**config.mk**
```make
export PLATFORM = sky130hd
export DESIGN_NAME = chipseq_trig_ctrl
export DESIGN_NICKNAME = d
export VERILOG_FILES = /design/src/rtl/chipseq_trig_pkg.sv /design/src/rtl/chipseq_edge_det.sv /design/src/rtl/chipseq_chip_cnt.sv /design/src/rtl/chipseq_start_seq.sv /design/src/rtl/chipseq_trig_ctrl.sv
export SDC_FILE = /design/constraint.sdc
export NUM_CORES = 1
export LEC_CHECK = 0
export ABC_AREA = 1
export BUFFER_PORTS_ARGS = -buffer_cell sky130_fd_sc_hd__buf_2
export CORE_MARGIN = 2
export CORE_UTILIZATION = 50
export DETAILED_ROUTE_END_ITERATION = 7
export HOLD_SLACK_MARGIN = 0.1
export PLACE_DENSITY = 0.71
export REMOVE_ABC_BUFFERS = 1
export SLEW_MARGIN = 20
export SYNTH_ARGS = -nofsm -noshare
export SYNTH_HDL_FRONTEND = slang
export SYNTH_SLANG_ARGS = --single-unit
```
**constraint.sdc**
```tcl
create_clock -name clk -period 2.5 [get_ports clk]
set_clock_uncertainty 0.15 [all_clocks]
set_input_delay 0.375 -clock clk [delete_from_list [all_inputs] [get_ports clk]]
set_output_delay 0.375 -clock clk [all_outputs]
set_load 0.01 [all_outputs]
```
**src/rtl/chipseq_trig_pkg.sv**
```systemverilog
`timescale 1ns/1ps
// Package: shared encodings for the chip sequence trigger controller.
// Assumes: single-bit configuration inputs are cast to these types inside the block.
package chipseq_trig_pkg;

    // Which trigger source is listened to
    typedef enum logic {
        SRC_MANUAL   = 1'b0,
        SRC_EXTERNAL = 1'b1
    } trig_src_e;

    // Which transition of the external line counts as the trigger
    typedef enum logic {
        EDGE_FALLING = 1'b0,
        EDGE_RISING  = 1'b1
    } trig_edge_e;

    // Restart behaviour after the first accepted trigger
    typedef enum logic {
        MODE_SINGLE  = 1'b0,
        MODE_RETRIG  = 1'b1
    } trig_mode_e;

endpackage

```
**src/rtl/chipseq_edge_det.sv**
```systemverilog
`timescale 1ns/1ps
// Module: chipseq_edge_det
// Synchronizes an asynchronous line through a chain of STAGES flops and
// flags the selected transition on the synchronized value for one cycle.
// Assumes: STAGES >= 2; the line is held low during reset.
module chipseq_edge_det
    import chipseq_trig_pkg::*;
#(
    parameter int STAGES = 2
) (
    input  logic clk,
    input  logic rst_n,
    input  logic async_i,
    input  logic rise_sel_i,
    output logic edge_o
);

    logic [STAGES-1:0] chain_q;
    logic              prev_q;
    logic              sync_w;
    trig_edge_e        edge_sel;

    // first synchronizer stage samples the raw line
    always_ff @(posedge clk) begin
        if (!rst_n) chain_q[0] <= 1'b0;
        else        chain_q[0] <= async_i;
    end

    // remaining synchronizer stages, one flop each
    generate
        for (genvar g = 1; g < STAGES; g++) begin : g_sync
            always_ff @(posedge clk) begin
                if (!rst_n) chain_q[g] <= 1'b0;
                else        chain_q[g] <= chain_q[g-1];
            end
        end
    endgenerate

    assign sync_w = chain_q[STAGES-1];

    // hold the previous synchronized value for edge comparison
    always_ff @(posedge clk) begin
        if (!rst_n) prev_q <= 1'b0;
        else        prev_q <= sync_w;
    end

    // pick the active transition
    always_comb begin
        edge_sel = trig_edge_e'(rise_sel_i);
        if (edge_sel == EDGE_RISING) edge_o = sync_w & ~prev_q;
        else                         edge_o = ~sync_w & prev_q;
    end

endmodule

```
**src/rtl/chipseq_chip_cnt.sv**
```systemverilog
`timescale 1ns/1ps
// Module: chipseq_chip_cnt
// Loadable down-counter in chips: load wins, otherwise it steps down on each
// tick until it reaches zero and then holds.
// Assumes: tick_i is already qualified by the chip strobe.
module chipseq_chip_cnt #(
    parameter int W = 16
) (
    input  logic         clk,
    input  logic         rst_n,
    input  logic         load_i,
    input  logic [W-1:0] load_val_i,
    input  logic         tick_i,
    output logic         zero_o
);

    localparam logic [W-1:0] ONE = W'(1);

    logic [W-1:0] cnt_q;

    // load or count down, saturating at zero
    always_ff @(posedge clk) begin
        if (!rst_n)                         cnt_q <= '0;
        else if (load_i)                    cnt_q <= load_val_i;
        else if (tick_i && cnt_q != '0)     cnt_q <= cnt_q - ONE;
    end

    assign zero_o = (cnt_q == '0);

endmodule

```
**src/rtl/chipseq_start_seq.sv**
```systemverilog
`timescale 1ns/1ps
// Module: chipseq_start_seq
// Holds a pending start after an accepted trigger, counts the delay in chips
// and emits the registered start pulse; also keeps the running flag.
// Assumes: accept_i and cancel_i are never high together (the top gates them).
module chipseq_start_seq #(
    parameter int DLY_W = 16
) (
    input  logic             clk,
    input  logic             rst_n,
    input  logic             accept_i,
    input  logic             cancel_i,
    input  logic             chip_en_i,
    input  logic [DLY_W-1:0] delay_i,
    output logic             start_o,
    output logic             running_o
);

    logic pending_q;
    logic dly_zero;
    logic dly_tick;
    logic fire;
    logic start_q;
    logic running_q;

    assign dly_tick = chip_en_i & pending_q & ~accept_i;
    assign fire     = pending_q & chip_en_i & ~accept_i & ~cancel_i & dly_zero;

    chipseq_chip_cnt #(.W(DLY_W)) u_dly_cnt (
        .clk        (clk),
        .rst_n      (rst_n),
        .load_i     (accept_i),
        .load_val_i (delay_i),
        .tick_i     (dly_tick),
        .zero_o     (dly_zero)
    );

    // pending flag: set on accept, cleared when the start fires or on cancel
    always_ff @(posedge clk) begin
        if (!rst_n)        pending_q <= 1'b0;
        else if (cancel_i) pending_q <= 1'b0;
        else if (accept_i) pending_q <= 1'b1;
        else if (fire)     pending_q <= 1'b0;
    end

    // registered one-cycle start pulse
    always_ff @(posedge clk) begin
        if (!rst_n) start_q <= 1'b0;
        else        start_q <= fire;
    end

    // running flag: set by a start, cleared only by cancel
    always_ff @(posedge clk) begin
        if (!rst_n)        running_q <= 1'b0;
        else if (cancel_i) running_q <= 1'b0;
        else if (fire)     running_q <= 1'b1;
    end

    assign start_o   = start_q;
    assign running_o = running_q;

endmodule

```
**src/rtl/chipseq_trig_ctrl.sv**
```systemverilog
`timescale 1ns/1ps
// Module: chipseq_trig_ctrl (top)
// Selects the trigger source, gates triggers through the arm state and the
// inhibit window, and hands accepted triggers to the delayed-start sequencer.
// Assumes: configuration inputs are quasi-static; man_trig_i and rearm_i are
// single-cycle pulses in the clk domain; ext_trig_i is asynchronous.
module chipseq_trig_ctrl
    import chipseq_trig_pkg::*;
#(
    parameter int DLY_W       = 16,
    parameter int INH_W       = 17,
    parameter int SYNC_STAGES = 2
) (
    input  logic             clk,
    input  logic             rst_n,
    input  logic             chip_en_i,
    input  logic             ext_trig_i,
    input  logic             man_trig_i,
    input  logic             src_ext_i,
    input  logic             edge_rise_i,
    input  logic             retrig_i,
    input  logic             rearm_i,
    input  logic [DLY_W-1:0] delay_chips_i,
    input  logic [INH_W-1:0] inhibit_chips_i,
    output logic             start_o,
    output logic             running_o
);

    logic       ext_edge;
    logic       trig_raw;
    logic       accept;
    logic       inh_idle;
    logic       armed_q;
    trig_src_e  src_sel;
    trig_mode_e mode_sel;

    chipseq_edge_det #(.STAGES(SYNC_STAGES)) u_edge (
        .clk        (clk),
        .rst_n      (rst_n),
        .async_i    (ext_trig_i),
        .rise_sel_i (edge_rise_i),
        .edge_o     (ext_edge)
    );

    // source select and acceptance gate
    always_comb begin
        src_sel  = trig_src_e'(src_ext_i);
        mode_sel = trig_mode_e'(retrig_i);
        trig_raw = (src_sel == SRC_EXTERNAL) ? ext_edge : man_trig_i;
        accept   = trig_raw & ~rearm_i & inh_idle &
                   ((mode_sel == MODE_RETRIG) | armed_q);
    end

    // arm state: cleared by a single-shot acceptance, set by re-arm
    always_ff @(posedge clk) begin
        if (!rst_n)                               armed_q <= 1'b1;
        else if (rearm_i)                         armed_q <= 1'b1;
        else if (accept && mode_sel == MODE_SINGLE) armed_q <= 1'b0;
    end

    chipseq_chip_cnt #(.W(INH_W)) u_inh_cnt (
        .clk        (clk),
        .rst_n      (rst_n),
        .load_i     (accept),
        .load_val_i (inhibit_chips_i),
        .tick_i     (chip_en_i),
        .zero_o     (inh_idle)
    );

    chipseq_start_seq #(.DLY_W(DLY_W)) u_seq (
        .clk       (clk),
        .rst_n     (rst_n),
        .accept_i  (accept),
        .cancel_i  (rearm_i),
        .chip_en_i (chip_en_i),
        .delay_i   (delay_chips_i),
        .start_o   (start_o),
        .running_o (running_o)
    );

endmodule

```
==> run_results.csv <==
group,metric,value,unit
finish,seq_area,801,sq um
floorplan,rows,27,
sta,whs,0.120,ns
finish,final_core_util,0.584,
cts,clk_path_buf_depth,2,
worst_hold_path,hp-class,"in2reg",
finish,nNetsFinal,577,
finish,final_area,3260,sq um
critical_path,cp-end-kind,"flip-flop",
global_route,grt_pass1_wl,12600,um
yosys,ys_async_sr_fraction,0,
finish,antenna_cells,0,
yosys,ys_ff_latch,40,
critical_path,required,2.58,ns
cts,cts_sinks,40,
sta,tightest_slew,0.476,ns
finish,area_growth,11.2,%
cts,htreeDepth,2,
critical_path,crit_start,"u_inh_cnt.cnt_q[0]",
finish,final_cell_count_no_fill,604,
yosys,syn_area_per_cell,5.97,sq um
sta,fin_crit,2.15,ns
routing,antenna_left,0,
sta,fmax,464,MHz
yosys,synth_common_cells,"nand2_1, nor2_1, inv_1",
finish,fillers,596,
sta,rsz0062_at_grt,"no",
global_route,grt_overflow_total,0,
global_route,antenna_found_initial,0,
sta,setup_viol,0,
routing,drt-wirelength-per-cell,12.5,um
floorplan,dieHeight,80.5,um
sta,drv_slew,0,
yosys,synthDistinctLibCells,33,
power_and_ir_drop,power_density,1270,nW/um^2
power_and_ir_drop,p_leak,1.75,nW
sta,max-slew-margin-rel,0.681,
cts,clockRootBuffer,"clkbuf_8",
critical_path,crit_type,"reg2reg",
floorplan,pin_count,44,
global_route,grt_pass1_vias,2755,
routing,via_per_inst,5.13,
yosys,synthesis.area,2930,sq um
yosys,yosys.area.top_type,"dfxtp_1",
yosys,ys.flop_type,"dfxtp_1",
global_route,grt_max_degree,23,
yosys,yosysWarnings,0,
cts,postCtsSetupRepairBufs,0,
placement,io_buffers,43,
yosys,synth_seq_area_share,0.273,
sta,fin_setup_tns,0,ns
finish,drive_gt1_frac,0.145,
finish,multi_input_area,1740,sq um
placement,dpl.cell_count,596,
cts,cts_resized,0,
routing,routed_wl,7540,um
power_and_ir_drop,ir_drop,0.000828,V
critical_path,start_kind,"flip-flop",
flow_run,drv_cap,0,
cts,numCtsBuffers,5,
floorplan,die_width,80.5,um
yosys,synth_edf_count,0,
worst_hold_path,hp-start,"ext_trig_i",
yosys,synth_most_common_cell,"nand2_1",
cts,clkTransAtPathRegs,0.08,ns
cts,cts_tree,"done",
cts,hold_buffers,0,
routing,via_count,3100,
cts,clk_latency,0.30,ns
placement,dpl_worst_slack,0.373,ns
status,outcome,"complete, no violations",
routing,drtPass1Iterations,5,
placement,hpwl,5590,um
floorplan,dieArea,6490,sq um
routing,drt_iter0_markers,167,
power_and_ir_drop,p_total,4.14,mW
global_route,grt.total_usage,0.247,
floorplan,coreArea,5570,sq um
floorplan,initial_core_util,0.525,
placement,place_area,3160,sq um
critical_path,worstPathArrival,2.23,ns
yosys,ys_top_cells_by_area,"dfxtp_1, nand2_1, nor2_1, nand3_1, inv_1",
critical_path,cp_max_fo,13,
placement,gp_congestion,0.954,
critical_path,r2r-start,"u_inh_cnt.cnt_q[0]",
sta,period_share,0.862,
yosys,synthCells,491,
routing,drc,0,
sta,fin_ws,0.346,ns
yosys,synth_top_area_share,0.273,
sta,hold_viol,0,
-- critical path, stage by stage (launching register included) --
cell,delay (ns)
dfxtp_1,0.34
inv_1,0.10
ha_1,0.22
inv_1,0.05
nor2_1,0.03
nand2_1,0.10
nor2_4,0.05
nand2_4,0.12
nand2_2,0.20
inv_1,0.36
o21ai_0,0.18
a31oi_1,0.19
-- cells by family (layout without fill, tap and decap cells) --
logic type	after synthesis	count (layout)	share of synthesized area
fa+ha+maj	4	4	0.0171
buf+inv	91	132	0.133
flops	40	40	0.273
xor+xnor	11	11	0.0329
compound gates	45	45	0.0846
simple gates	300	300	0.459
-- worst paths after layout --
check                                          end  slack, ns  depth (start not counted)
worst max register to register  u_inh_cnt.cnt_q[4]       0.35                         11
worst max-delay path            u_inh_cnt.cnt_q[4]       0.35                         11
worst min register to register       u_edge.sync_w       0.28                          2
worst min-delay path             u_edge.chain_q[0]       0.12                          3
-- layout by cell type (no fill, tap or decap), types with 4 or more instances in the layout --
| cell | Yosys | layout |
|---|---|---|
| buf_2 | 2 | 43 |
| nand4_1 | 9 | 9 |
| a31oi_1 | 6 | 6 |
| nand2_1 | 132 | 132 |
| a21oi_1 | 15 | 15 |
| inv_1 | 73 | 73 |
| dfxtp_1 | 40 | 40 |
| ha_1 | 4 | 4 |
| xor2_1 | 8 | 8 |
| nand3_1 | 58 | 58 |
| nand2_2 | 4 | 4 |
| nor2_4 | 5 | 5 |
| nor2_1 | 80 | 80 |
| clkbuf_8 | 0 | 6 |
| o21ai_0 | 18 | 18 |
| buf_4 | 3 | 4 |
-- area by class of cell --
cell class / instances / area share
well taps: 72 / 0.0277
clock buffers: 6 / 0.0254
flip-flops and latches: 40 / 0.246
clock inverters: 2 / 0.00307
inverters: 77 / 0.0887
repair buffers: 47 / 0.0753
multi-input cells: 360 / 0.534
-- state kept, by name, indices dropped and copies added, names as in the netlist --
| register | flops |
|---|---|
| u_inh_cnt.cnt_q | 17 |
| u_edge.sync_w | 1 |
| u_edge.prev_q | 1 |
| u_edge.chain_q | 1 |
| u_seq.running_o | 1 |
| armed_q | 1 |
| u_seq.pending_q | 1 |
| u_seq.start_o | 1 |
| u_seq.u_dly_cnt.cnt_q | 16 |
-- report_power, final --
part           total [mW]  internal, mW  switching (mW)
logic                2.65         0.948            1.70
registers            1.03         0.813           0.215
clock network       0.464         0.221           0.243
total                4.14          1.98            2.16
-- routing by layer --
| layer | share of wire | track usage | wire length (um) |
|---|---|---|---|
| met1 | 0.50 | 0.358 | 3800 |
| met2 | 0.42 | 0.365 | 3180 |
| met3 | 0.065 | 0.0472 | 489 |
| met4 | 0.0098 | 0.0780 | 74 |
| met5 | 0 | 0 | 0 |
Note: power is estimated with default switching activity, not from simulation.
